$ cat src/rtl/uart_rb_pkg.sv
package uart_rb_pkg;
  localparam int REG_W  = 8;
  localparam int ADDR_W = 3;
  localparam int NREG   = 4;
  localparam int MCR_W  = 5;

  localparam logic [ADDR_W-1:0] OFS_DATA = 3'd0;
  localparam logic [ADDR_W-1:0] OFS_IEN  = 3'd1;
  localparam logic [ADDR_W-1:0] OFS_IDF  = 3'd2;
  localparam logic [ADDR_W-1:0] OFS_LINE = 3'd3;
  localparam logic [ADDR_W-1:0] OFS_MODM = 3'd4;
  localparam logic [ADDR_W-1:0] OFS_LSTS = 3'd5;
  localparam logic [ADDR_W-1:0] OFS_MSTS = 3'd6;

  // stored register indices
  localparam int RI_LINE = 0;
  localparam int RI_MODM = 1;
  localparam int RI_DIVL = 2;
  localparam int RI_DIVH = 3;

  localparam int LC_DIVACC = 7;
  localparam int LC_BRK    = 6;
  localparam int MC_LOOP   = 4;

  typedef enum logic [2:0] {PAR_NONE, PAR_ODD, PAR_EVEN, PAR_MARK, PAR_SPACE} par_mode_e;
  typedef enum logic [1:0] {STOP_ONE, STOP_ONE_HALF, STOP_TWO} stop_mode_e;
  typedef enum logic [3:0] {
    RS_RXD, RS_IEN, RS_IDF, RS_LINE, RS_MODM, RS_LSTS, RS_MSTS, RS_DIVL, RS_DIVH, RS_ZERO
  } rd_src_e;

  typedef struct packed {
    logic tx_push;
    logic rx_pop;
    logic ien_wr;
    logic fcr_wr;
  } strobe_t;

  function automatic logic [REG_W-1:0] reg_mask(int idx);
    return (idx == RI_MODM) ? REG_W'((1 << MCR_W) - 1) : {REG_W{1'b1}};
  endfunction
endpackage

$ cat src/rtl/uart_rb_decode.sv
module uart_rb_decode
  import uart_rb_pkg::*;
(
  input  logic [ADDR_W-1:0] addr_i,
  input  logic              rd_i,
  input  logic              wr_i,
  input  logic              divacc_i,
  output strobe_t           stb_o,
  output logic [NREG-1:0]   we_o,
  output rd_src_e           src_o
);
  always_comb begin
    stb_o = '0;
    we_o  = '0;
    src_o = RS_ZERO;
    unique case (addr_i)
      OFS_DATA: begin
        if (divacc_i) begin
          we_o[RI_DIVL] = wr_i;
          src_o         = RS_DIVL;
        end else begin
          stb_o.tx_push = wr_i;
          stb_o.rx_pop  = rd_i;
          src_o         = RS_RXD;
        end
      end
      OFS_IEN: begin
        if (divacc_i) begin
          we_o[RI_DIVH] = wr_i;
          src_o         = RS_DIVH;
        end else begin
          stb_o.ien_wr = wr_i;
          src_o        = RS_IEN;
        end
      end
      OFS_IDF: begin
        stb_o.fcr_wr = wr_i;
        src_o        = RS_IDF;
      end
      OFS_LINE: begin
        we_o[RI_LINE] = wr_i;
        src_o         = RS_LINE;
      end
      OFS_MODM: begin
        we_o[RI_MODM] = wr_i;
        src_o         = RS_MODM;
      end
      OFS_LSTS: src_o = RS_LSTS;
      OFS_MSTS: src_o = RS_MSTS;
      default:  src_o = RS_ZERO;
    endcase
  end
endmodule

$ cat src/rtl/uart_rb_regs.sv
module uart_rb_regs
  import uart_rb_pkg::*;
(
  input  logic                       clk_i,
  input  logic                       rst_ni,
  input  logic [NREG-1:0]            we_i,
  input  logic [REG_W-1:0]           wdata_i,
  output logic [NREG-1:0][REG_W-1:0] q_o
);
  for (genvar g = 0; g < NREG; g++) begin : g_reg
    localparam logic [REG_W-1:0] MASK = reg_mask(g);
    logic [REG_W-1:0] q;

    always_ff @(posedge clk_i or negedge rst_ni) begin
      if (!rst_ni)      q <= '0;
      else if (we_i[g]) q <= wdata_i & MASK;
    end
    assign q_o[g] = q;

    // a write loads the masked byte; other cycles keep the value
    assert_reg_load_R6: assert property (@(posedge clk_i) disable iff (!rst_ni)
      we_i[g] |=> q_o[g] == ($past(wdata_i) & MASK));
    assert_reg_hold_R3: assert property (@(posedge clk_i) disable iff (!rst_ni)
      !we_i[g] |=> $stable(q_o[g]));
  end
endmodule

$ cat src/rtl/uart_rb_line.sv
module uart_rb_line
  import uart_rb_pkg::*;
(
  input  logic             clk_i,
  input  logic             rst_ni,
  input  logic [6:0]       lcr_i,
  input  logic [MCR_W-1:0] mcr_i,
  input  logic             ser_txd_i,
  input  logic             rxd_i,
  input  logic             cts_ni,
  input  logic             dsr_ni,
  input  logic             ri_ni,
  input  logic             dcd_ni,
  output logic [3:0]       data_bits_o,
  output stop_mode_e       stop_o,
  output par_mode_e        parity_o,
  output logic             txd_o,
  output logic             ser_rxd_o,
  output logic             cts_o,
  output logic             dsr_o,
  output logic             ri_o,
  output logic             dcd_o,
  output logic             dtr_no,
  output logic             rts_no,
  output logic             out1_no,
  output logic             out2_no
);
  logic loop, tx_line;

  assign data_bits_o = 4'd5 + {2'b00, lcr_i[1:0]};

  always_comb begin
    if (!lcr_i[2])              stop_o = STOP_ONE;
    else if (lcr_i[1:0] == 2'b00) stop_o = STOP_ONE_HALF;
    else                        stop_o = STOP_TWO;
  end

  always_comb begin
    if (!lcr_i[3]) parity_o = PAR_NONE;
    else begin
      unique case (lcr_i[5:4])
        2'b00:   parity_o = PAR_ODD;
        2'b01:   parity_o = PAR_EVEN;
        2'b10:   parity_o = PAR_MARK;
        default: parity_o = PAR_SPACE;
      endcase
    end
  end

  assign loop    = mcr_i[MC_LOOP];
  assign tx_line = ser_txd_i & ~lcr_i[LC_BRK];

  assign txd_o     = loop | tx_line;
  assign ser_rxd_o = loop ? tx_line : rxd_i;

  assign dtr_no  = loop | ~mcr_i[0];
  assign rts_no  = loop | ~mcr_i[1];
  assign out1_no = loop | ~mcr_i[2];
  assign out2_no = loop | ~mcr_i[3];

  assign cts_o = loop ? mcr_i[1] : ~cts_ni;
  assign dsr_o = loop ? mcr_i[0] : ~dsr_ni;
  assign ri_o  = loop ? mcr_i[2] : ~ri_ni;
  assign dcd_o = loop ? mcr_i[3] : ~dcd_ni;

  assert_break_low_R10: assert property (@(posedge clk_i) disable iff (!rst_ni)
    (lcr_i[LC_BRK] && !loop) |-> !txd_o);
  assert_loop_idle_R12: assert property (@(posedge clk_i) disable iff (!rst_ni)
    loop |-> (txd_o && dtr_no && rts_no && out1_no && out2_no));
  assert_loop_route_R12: assert property (@(posedge clk_i) disable iff (!rst_ni)
    (loop && lcr_i[LC_BRK]) |-> !ser_rxd_o);
endmodule

$ cat src/rtl/uart_regbank.sv
module uart_regbank
  import uart_rb_pkg::*;
(
  input  logic              clk_i,
  input  logic              rst_ni,
  input  logic [ADDR_W-1:0] addr_i,
  input  logic [REG_W-1:0]  wdata_i,
  input  logic              rd_i,
  input  logic              wr_i,
  output logic [REG_W-1:0]  rdata_o,
  input  logic [REG_W-1:0]  rx_data_i,
  output logic              rx_pop_o,
  output logic              tx_push_o,
  output logic [REG_W-1:0]  wr_data_o,
  input  logic [REG_W-1:0]  ier_i,
  output logic              ier_wr_o,
  output logic              fcr_wr_o,
  input  logic [REG_W-1:0]  iir_i,
  input  logic [REG_W-1:0]  lsr_i,
  input  logic [REG_W-1:0]  msr_i,
  output logic [2*REG_W-1:0] div_o,
  output logic [3:0]        data_bits_o,
  output logic [1:0]        stop_o,
  output logic [2:0]        parity_o,
  input  logic              ser_txd_i,
  output logic              txd_o,
  input  logic              rxd_i,
  output logic              ser_rxd_o,
  input  logic              cts_ni,
  input  logic              dsr_ni,
  input  logic              ri_ni,
  input  logic              dcd_ni,
  output logic              cts_o,
  output logic              dsr_o,
  output logic              ri_o,
  output logic              dcd_o,
  output logic              dtr_no,
  output logic              rts_no,
  output logic              out1_no,
  output logic              out2_no
);
  strobe_t                   stb;
  logic [NREG-1:0]           we;
  rd_src_e                   src;
  logic [NREG-1:0][REG_W-1:0] regs;
  logic [REG_W-1:0]          lcr, rd_mux, rdata_q;
  logic [MCR_W-1:0]          mcr;
  stop_mode_e                stop_e;
  par_mode_e                 par_e;

  assign lcr = regs[RI_LINE];
  assign mcr = regs[RI_MODM][MCR_W-1:0];

  uart_rb_decode u_dec (
    .addr_i  (addr_i),
    .rd_i    (rd_i),
    .wr_i    (wr_i),
    .divacc_i(lcr[LC_DIVACC]),
    .stb_o   (stb),
    .we_o    (we),
    .src_o   (src)
  );

  uart_rb_regs u_regs (
    .clk_i  (clk_i),
    .rst_ni (rst_ni),
    .we_i   (we),
    .wdata_i(wdata_i),
    .q_o    (regs)
  );

  uart_rb_line u_line (
    .clk_i      (clk_i),
    .rst_ni     (rst_ni),
    .lcr_i      (lcr[6:0]),
    .mcr_i      (mcr),
    .ser_txd_i  (ser_txd_i),
    .rxd_i      (rxd_i),
    .cts_ni     (cts_ni),
    .dsr_ni     (dsr_ni),
    .ri_ni      (ri_ni),
    .dcd_ni     (dcd_ni),
    .data_bits_o(data_bits_o),
    .stop_o     (stop_e),
    .parity_o   (par_e),
    .txd_o      (txd_o),
    .ser_rxd_o  (ser_rxd_o),
    .cts_o      (cts_o),
    .dsr_o      (dsr_o),
    .ri_o       (ri_o),
    .dcd_o      (dcd_o),
    .dtr_no     (dtr_no),
    .rts_no     (rts_no),
    .out1_no    (out1_no),
    .out2_no    (out2_no)
  );

  assign stop_o   = stop_e;
  assign parity_o = par_e;

  always_comb begin
    unique case (src)
      RS_RXD:  rd_mux = rx_data_i;
      RS_IEN:  rd_mux = ier_i;
      RS_IDF:  rd_mux = iir_i;
      RS_LINE: rd_mux = lcr;
      RS_MODM: rd_mux = REG_W'(mcr);
      RS_LSTS: rd_mux = lsr_i;
      RS_MSTS: rd_mux = msr_i;
      RS_DIVL: rd_mux = regs[RI_DIVL];
      RS_DIVH: rd_mux = regs[RI_DIVH];
      default: rd_mux = '0;
    endcase
  end

  always_ff @(posedge clk_i or negedge rst_ni) begin
    if (!rst_ni)   rdata_q <= '0;
    else if (rd_i) rdata_q <= rd_mux;
  end

  assign rdata_o   = rdata_q;
  assign rx_pop_o  = stb.rx_pop;
  assign tx_push_o = stb.tx_push;
  assign ier_wr_o  = stb.ien_wr;
  assign fcr_wr_o  = stb.fcr_wr;
  assign wr_data_o = wdata_i;
  assign div_o     = {regs[RI_DIVH], regs[RI_DIVL]};

  assert_pop_data_R2: assert property (@(posedge clk_i) disable iff (!rst_ni)
    rx_pop_o |=> rdata_o == $past(rx_data_i));
  assert_divacc_quiet_R3: assert property (@(posedge clk_i) disable iff (!rst_ni)
    (lcr[LC_DIVACC] && addr_i <= OFS_IEN) |-> !(tx_push_o || rx_pop_o || ier_wr_o));
  assert_divlo_read_R3: assert property (@(posedge clk_i) disable iff (!rst_ni)
    (rd_i && lcr[LC_DIVACC] && addr_i == OFS_DATA) |=> rdata_o == $past(div_o[REG_W-1:0]));
  assert_hole_zero_R5: assert property (@(posedge clk_i) disable iff (!rst_ni)
    (rd_i && addr_i == 3'd7) |=> rdata_o == '0);
  assert_read_hold_R6: assert property (@(posedge clk_i) disable iff (!rst_ni)
    !rd_i |=> $stable(rdata_o));
  assert_strobe_excl_R5: assert property (@(posedge clk_i) disable iff (!rst_ni)
    $onehot0({tx_push_o, ier_wr_o, fcr_wr_o}));
endmodule

$ cat config.mk
export PLATFORM = sky130hd
export DESIGN_NAME = uart_regbank
export DESIGN_NICKNAME = d
export VERILOG_FILES = /design/src/rtl/uart_rb_pkg.sv /design/src/rtl/uart_rb_decode.sv /design/src/rtl/uart_rb_regs.sv /design/src/rtl/uart_rb_line.sv /design/src/rtl/uart_regbank.sv
export SDC_FILE = /design/constraint.sdc
export NUM_CORES = 1
export LEC_CHECK = 0
export ABC_AREA = 1
export CORE_UTILIZATION = 45
export CTS_CLUSTER_SIZE = 40
export DETAILED_ROUTE_END_ITERATION = 8
export PLACE_DENSITY_LB_ADDON = 0.1
export SYNTH_ARGS = -nofsm -noshare
export SYNTH_HDL_FRONTEND = slang
export SYNTH_SLANG_ARGS = --single-unit
$ cat constraint.sdc
create_clock -name clk_i -period 4.1 [get_ports clk_i]
set_input_delay 1.23 -clock clk_i [delete_from_list [all_inputs] [get_ports clk_i]]
set_output_delay 1.23 -clock clk_i [all_outputs]
set_load 0.02 [all_outputs]
Word-level counts from Yosys, hierarchy flattened
Cells that the tools add are included.
Widths: inputs -> output; s select.
{"block": "word_totals", "out_inout_bits": 55, "wordCells": 64, "reg_bits": 37, "in_bits": 61}
{"block": "op_classes", "eq_ne": 16, "muxes": 23, "n_reduce_logical": 4, "bitwise_logic": 15, "addsub": 1}
{"cell": "$pmux 8 s9", "count": 1}
{"cell": "$pmux 4 s7", "count": 1}
{"cell": "$eq 4x3->1 const B", "count": 4}
{"cell": "$mux 1", "count": 13}
{"cell": "$eq 3x3->1 const B", "count": 3}
{"cell": "$not 1->1", "count": 9}
{"cell": "$pmux 3 s3", "count": 1}
{"cell": "$eq 4x2->1 const B", "count": 2}
{"cell": "$mux 2", "count": 4}
{"cell": "$eq 3x2->1 const B", "count": 2}
{"cell": "$mux 3", "count": 2}
{"cell": "$or 1x1->1", "count": 5}
{"cell": "$add 3x2->4 const A", "count": 1}
{"cell": "$eq 4x1->1 const B", "count": 1}
{"cell": "$eq 4x4->1 const B", "count": 1}
{"cell": "$logic_not 2->1", "count": 2}
{"cell": "$logic_not 4->1", "count": 1}
{"cell": "$mux 4", "count": 1}
{"cell": "$eq 3x1->1 const B", "count": 1}
{"cell": "$logic_not 3->1", "count": 1}
{"cell": "$eq 2x1->1 const B", "count": 1}
{"cell": "$eq 2x2->1 const B", "count": 1}
{"cell": "$and 1x1->1", "count": 1}

Depth between registers and ports, before layout
Gate-level depths: netlist (run 1).
{"block": "depth", "word_depth": 4, "depth_mapped": 10, "mapped_depth_nobuf": 9}

Cells and area by module
From an unflattened synthesis (run 1), not the netlist that was laid out.
{"block": "unflattened", "hier_cells": 396, "hier_area_um2": 2650.0}
{"module": "uart_regbank", "cells_per_inst": 198, "area_per_inst_um2": 1139.8, "n_inst": 1}
{"module": "uart_rb_regs", "cells_per_inst": 127, "area_per_inst_um2": 1127.3, "n_inst": 1}
{"module": "uart_rb_line", "cells_per_inst": 37, "area_per_inst_um2": 211.5, "n_inst": 1}
{"module": "uart_rb_decode", "cells_per_inst": 34, "area_per_inst_um2": 171.4, "n_inst": 1}

Worst setup path after synthesis (run 1)
No wires, ideal clock.
{"block": "synth_path", "path_kind": "input to output", "from": "input port rd_i", "to": "output port rx_pop_o", "path_stages": 3, "n_path_buf": 1, "t_arrival_ps": 2047, "required_ps": 2870, "slack_ps": 823, "path_cell_list": "clkbuf_1 -> clkinv_1 -> nor2_1"}
{"block": "synth_via", "elab_chain_cells": 2}
{"item": "from (decl)", "line": "uart_regbank.sv:8", "text": "input logic rd_i,"}
{"item": "$mux 2", "line": "uart_rb_decode.sv:18", "text": "if (divacc_i) begin"}
{"item": "$mux 2", "line": "uart_rb_decode.sv:16", "text": "unique case (addr_i)"}
{"item": "to (decl)", "line": "uart_regbank.sv:12", "text": "output logic rx_pop_o,"}
Every way passes these cells.

Final worst setup path (run 1)
{"block": "layout_path", "from": "input port addr_i[2]", "to": "output port fcr_wr_o"}
{"block": "layout_via", "elab_chain_cells": 2}
{"item": "from (decl)", "line": "uart_regbank.sv:6", "text": "input logic [ADDR_W-1:0] addr_i,"}
{"item": "$eq 3x2->1", "line": "uart_rb_decode.sv:16"}
{"item": "$mux 1", "line": "uart_rb_decode.sv:16"}
{"item": "to (decl)", "line": "uart_regbank.sv:17", "text": "output logic fcr_wr_o,"}
Every way passes these cells.

==> flow_metrics.tcl, run 1 <==
set metrics [dict create \
    grt_pass1_wl_mm 12.5 \
    ys_ff_latch 37 \
    p_per_area_mw_per_mm2 395 \
    antennaDiodeCount 0 \
    drc 0 \
    clk_latency_ps 300 \
    ys_seq_area_share_pct 36.7 \
    p_leak_nw 1.74 \
    hold_violations 0 \
    track_usage_pct 27.0 \
    maxCapViolCount 0 \
    via_per_inst 5.14 \
    gr-total-overflow 0 \
    wl_mm 7.66 \
    antenna_found_initial 0 \
    rows 26 \
    port_buffers 115 \
    cp_slowest_cell "clkdlybuf4s50_1" \
    tns_ps 0 \
    htreeDepth 2 \
    syn_area_mm2 0.00253 \
    yosysWarnings 0 \
    critical_path_required_ps 2870 \
    post_cts.repair.setup_buffers 0 \
    cts.clk_slew.worst_paths_ps 70 \
    critPathMaxStageDelay_ps 650 \
    die_w_um 76.9 \
    synth_top_area_share_pct 36.7 \
    area.growth.synth_to_final_pct 46.2 \
    clockBufferDepth 2 \
    wire_per_inst_um 14.7 \
    core-area_mm2 0.00527 \
    rsz0062_at_grt "false" \
    gp_congestion 0.897 \
    r2r_slack_ps 2170 \
    clockRootBuffer "clkbuf_8" \
    nNetsFinal 516 \
    final_core_util_pct 70.1 \
    ys_types 21 \
    tightest_slew_ps 630 \
    cts_num_sinks 37 \
    cp-end-kind "output pin" \
    skew_ps 11.2 \
    syn_area_per_cell_um2 7.06 \
    status "completed" \
    io_pins 116 \
    crit_path_cell_trace "clkdlybuf4s50_1 -> buf_4 -> nor3_1 -> clkdlybuf4s50_1" \
    dp_hpwl_mm 5.79 \
    fillers 451 \
    vias 2680 \
    dieArea_mm2 0.00592 \
    start_kind "input pin" \
    layout-drive-gt1-share_pct 6.21 \
    period_needed_ps 4050 \
    synth_area_leaders "dfrtp_1 37%, nand2_1 15%, nand4_1 9.9%" \
    synth_nets 424 \
    die_h_um 76.9 \
    first_pass_iters 5 \
    cp_common_cell "clkdlybuf4s50_1" \
    min_period_over_period_pct 98.7 \
    relSlewSlack_pct 58.0 \
    syn_inst 358 \
    cts_hold_buf 0 \
    path_max_fanout 21 \
    yosysTopAreaCell "dfrtp_1" \
    finalSetupViolCount 0 \
    initial_utilization_pct 47.9 \
    grt_pass1_vias 2528 \
    first_iter_violations 162 \
    numCtsBuffers 5 \
    drtAntennaViolNets 0 \
    holdCritPathClass "reg -> reg" \
    grt_max_degree 38 \
    cp.arrival_ps 2820 \
    report.final.slew_viol_count 0 \
    cts_tree "built" \
    max_freq_ghz 0.247 \
    ir_drop_mv 0.286 \
    critPathKind "in -> out" \
]
[synthesized netlist by cell type]
cell type	number
nand3_1	18
nand4_1	40
nand3_2	2
nand4_4	1
nor3_1	1
buf_1	1
o21ai_1	3
clkinv_1	1
buf_6	3
dfrtp_1	37
inv_2	1
buf_4	28
nor2_1	30
nand2_1	102
o21ai_0	38
nor2_4	1
buf_2	7
ha_1	5
clkbuf_1	4
inv_1	34
nand2_2	1
[path summary, 6_finish.rpt]
| kind | startpoint | end | cells after the start |
|---|---|---|---|
| max in group asynchronous | rst_ni | u_regs.g_reg[0].q[2]$_DFFE_PN0P_ | 2 |
| hold reg to reg | rdata_o[6]$_DFFE_PN0P_ | rdata_o[6]$_DFFE_PN0P_ | 2 |
| setup / recovery | addr_i[2] | fcr_wr_o | 4 |
| setup reg to reg | u_regs.g_reg[0].q[7]$_DFFE_PN0P_ | rdata_o[6]$_DFFE_PN0P_ | 8 |
| hold / removal | rdata_o[6]$_DFFE_PN0P_ | rdata_o[6]$_DFFE_PN0P_ | 2 |
| min in group asynchronous | rst_ni | u_regs.g_reg[2].q[1]$_DFFE_PN0P_ | 2 |
[routing by layer]
layer / global-route usage (%) / wire length, um
met1: 36.2 / 3380
met2: 43.4 / 3530
met3: 5.60 / 582
met4: 8.85 / 156
met5: 0 / 0
[cells by family (layout without fill, tap and decap cells)]
group                      Yosys count  count (layout)  synth area share (%)
AOI/OAI and AO/OA                   41              41                  8.12
adders and majority gates            5               5                  2.48
buffers and inverters               79             172                  17.1
DFF                                 37              37                  36.7
and+or+nand+nor                    196             196                  35.6
[power by group]
group | total (mW) | internal [mW] | leakage [nW] | switching [mW]
clock network | 0.331 | 0.198 | 0.0574 | 0.133
logic | 0.587 | 0.285 | 1.21 | 0.302
registers | 0.542 | 0.446 | 0.473 | 0.0951
total | 1.46 | 0.929 | 1.74 | 0.531
[stage by stage]
| stage | cells | setup WS [ps] | hold slack (ps) | area [um2] | power [mW] |
|---|---|---|---|---|---|
| 3_5_place_dp | 513 | 82.3 | 467 | 3570 | 1.13 |
| 4_1_cts | 521 | 79.9 | 485 | 3690 | 1.46 |
| 5_1_grt | 521 | 2.58 | 517 | 3690 | 1.53 |
| 2_1_floorplan | 358 | 823 | 475 | 2530 | 0.883 |
| 6_report | 521 | 52.7 | 483 | 3690 | 1.46 |
| 3_3_place_gp | 513 | 98.4 | 464 | 3570 | 1.12 |
[registers in the layout, indices dropped and copies added, names as in the netlist]
signal and cells:
u_regs.g.q 29, rdata_o 8
[area by class of cell]
type,instances,area (um2),share of cell area [%]
tap,70,87.6,2.37
sequential,37,926,25.1
inverter,36,135,3.66
clock inverter,2,37.5,1.02
clock buffer,6,82.6,2.24
timing repair buffer,128,1250,33.8
multi-input combinational,242,1170,31.8
[critical path: cells and delay by family]
family / cells / cell delay, ps
and+or+nand+nor: 1 / 240
buffers and inverters: 3 / 1350
[what timing repair did]
item | CTS | global route
endpoints found under the setup margin | 0 | 2
endpoints found under the hold margin | 0 | 0
resized for setup | 0 | 1
[cell usage in the layout (no fill, tap or decap)]
master,netlist,routed
clkdlybuf4s50_1,0,115
nand2_1,102,102
nand4_1,40,40
o21ai_0,38,38
dfrtp_1,37,37
inv_1,34,34
nor2_1,30,29
nand3_1,18,18
buf_4,28,13
clkbuf_8,0,6
ha_1,5,5
o21ai_1,3,3
nor2_4,1,2
nand3_2,2,2
clkinv_1,1,1
inv_2,1,1
nor3_1,1,1
nand2_2,1,1
nand4_4,1,1
clkinvlp_4,0,1
bufinv_16,0,1
(Power assumes the default switching activity.)
==> run 2: changes to the inputs <==
--- a/config.mk
+++ b/config.mk
@@ -9,7 +9,7 @@
 export CORE_UTILIZATION = 45
 export CTS_CLUSTER_SIZE = 40
 export DETAILED_ROUTE_END_ITERATION = 8
-export PLACE_DENSITY_LB_ADDON = 0.1
+export PLACE_DENSITY = 0.95
 export SYNTH_ARGS = -nofsm -noshare
 export SYNTH_HDL_FRONTEND = slang
 export SYNTH_SLANG_ARGS = --single-unit
==> run 2 against run 1 <==
  * Wire length rose by 2.0%
  * Critical path depth grew 1
  * Sequential power barely moved
  * Critical path type unchanged
  * Via count increased by 2.2%
==> flow_metrics.tcl, run 2 (synthesis results as in run 1) <==
set metrics [dict create \
    p_total_mw 1.45 \
    gp_congestion 0.934 \
    dieArea_mm2 0.00592 \
    fillers 453 \
    cp_slowest_cell "clkdlybuf4s50_1" \
    period_needed_ps 3990 \
    final_common_cell "clkdlybuf4s50_1" \
    r2r_slack_ps 2160 \
    mostFrequentLayoutCells "113 x clkdlybuf4s50_1, 102 x nand2_1, 40 x nand4_1" \
    cts_resized 0 \
    layout-drive-gt1-share_pct 5.78 \
    grt_pass1_wl_mm 12.5 \
    nNetsFinal 515 \
    clk_latency_ps 290 \
    post_cts.repair.setup_buffers 0 \
    holdCritPathClass "reg -> reg" \
    critPathMaxStageDelay_ps 610 \
    cp_common_cell "clkdlybuf4s50_1" \
    dp_hpwl_mm 6.00 \
    antennaDiodeCount 0 \
    io_pins 116 \
    clockRootBuffer "clkbuf_8" \
    track_usage_pct 27.0 \
    tightest_slew_ps 633 \
    relSlewSlack_pct 57.7 \
    port_buffers 115 \
    drtAntennaViolNets 0 \
    first_pass_iters 5 \
    largest_register "u_regs.g.q" \
    cp.arrival_ps 2760 \
    area.growth.synth_to_final_pct 45.7 \
    numCtsBuffers 5 \
    vias 2738 \
    critPathLaunch "addr_i[0]" \
    grt_pass1_vias 2552 \
    maxCapViolCount 0 \
    grt_max_degree 38 \
    status "completed" \
    drc 0 \
    start_kind "input pin" \
    crit_path_cell_trace "clkdlybuf4s50_1 -> inv_2 -> nand3_2 -> nor2_1 -> clkdlybuf4s50_1" \
    p_leak_nw 1.77 \
    largest_reg_flops 29 \
    htreeDepth 2 \
    r2r_cells 8 \
    report.final.slew_viol_count 0 \
    max_freq_ghz 0.250 \
    rsz0062_at_grt "false" \
    cts_hold_buf 0 \
    multi_input_area_mm2 0.00117 \
    r2r-start "u_regs.g_reg[0].q[7]$_DFFE_PN0P_" \
    via_per_inst 5.27 \
    register_area_um2 926 \
    first_iter_violations 171 \
    ir_drop_mv 0.370 \
    tns_ps 0 \
    core-area_mm2 0.00527 \
    hold_violations 0 \
    skew_ps 4.27 \
    hold_path_depth 2 \
    cts_tree "built" \
    p_per_area_mw_per_mm2 394 \
    rr_endpoint "rdata_o[6]$_DFFE_PN0P_" \
    cts_num_sinks 37 \
    wl_mm 7.81 \
    clockBufferDepth 2 \
    antenna_found_initial 0 \
    min_period_over_period_pct 97.4 \
    critPathKind "in -> out" \
    path_max_fanout 8 \
    wire_per_inst_um 15.0 \
    cp-end-kind "output pin" \
    rows 26 \
    finalSetupViolCount 0 \
    critical_path_required_ps 2870 \
    gr-total-overflow 0 \
    cts.clk_slew.worst_paths_ps 70 \
    initial_utilization_pct 47.9 \
    die_h_um 76.9 \
    endpoint "tx_push_o" \
    die_w_um 76.9 \
    whs_ps 485 \
]
run 2: cell types whose count changed in the layout (fill, tap and decap cells not counted):
cell	delta
buf_4	-1
clkbuf_1	+1
clkbuf_8	-1
clkdlybuf4s50_1	-2
clkinv_4	+1
clkinvlp_4	-1
dlymetal6s2s_1	+2
run 2: power breakdown:
part	internal, mW	leakage [nW]	switching, mW	total, mW
Combinational	0.284	1.24	0.309	0.593
Clock	0.183	0.0554	0.133	0.315
Sequential	0.446	0.473	0.0968	0.543
Total	0.913	1.77	0.539	1.45
run 2: layout make-up:
class | count | share of cell area (%)
Timing Repair Buffer | 127 | 33.9
Sequential cell | 37 | 25.2
Tap cell | 70 | 2.38
Multi-Input combinational cell | 242 | 31.9
Inverter | 36 | 3.67
Clock inverter | 2 | 1.05
Clock buffer | 6 | 1.97
run 2: worst max-delay path: cells and delay by family:
| kind | cells | cell delay, ps |
|---|---|---|
| buffers and inverters | 3 | 1280 |
| and+or+nand+nor | 2 | 250 |
run 2: per-layer routing:
layer	up-vias	track usage (%)	part of all wire [%]
li1	1334	-	-
met1	1271	34.5	41
met2	123	44.8	50
met3	10	6.79	7.6
met4	0	8.27	1.3
met5	-	0	0
run 2: worst min path at each step:
stage / endpoint / slack, ps / startpoint
3_5_place_dp: rdata_o[7]$_DFFE_PN0P_ / 470 / rdata_o[7]$_DFFE_PN0P_
3_3_place_gp: rdata_o[3]$_DFFE_PN0P_ / 460 / rdata_o[3]$_DFFE_PN0P_
4_1_cts: rdata_o[4]$_DFFE_PN0P_ / 490 / rdata_o[4]$_DFFE_PN0P_
5_1_grt: rdata_o[4]$_DFFE_PN0P_ / 520 / rdata_o[4]$_DFFE_PN0P_
6_report: rdata_o[7]$_DFFE_PN0P_ / 490 / rdata_o[7]$_DFFE_PN0P_
2_1_floorplan: u_regs.g_reg[3].q[1]$_DFFE_PN0P_ / 480 / u_regs.g_reg[3].q[1]$_DFFE_PN0P_
run 2: through the flow:
step / util [%] / instances / instance area, um2 / setup slack, ps
finish: 69.8 / 520 / 3680 / 105
global route: 69.8 / 520 / 3680 / 12.2
CTS: 69.7 / 520 / 3670 / 64.6
detailed placement: 67.5 / 512 / 3560 / 68.8
global placement: 67.5 / 512 / 3560 / 90.5
floorplan: - / 358 / 2530 / 823
==> run 3: changes to the inputs <==
--- a/config.mk
+++ b/config.mk
@@ -6,6 +6,7 @@
 export NUM_CORES = 1
 export LEC_CHECK = 0
 export ABC_AREA = 1
+export CAP_MARGIN = 10
 export CORE_UTILIZATION = 45
 export CTS_CLUSTER_SIZE = 40
 export DETAILED_ROUTE_END_ITERATION = 8
==> results of run 3 <==
Final layout, timing and power as in run 2 (identical DEF).
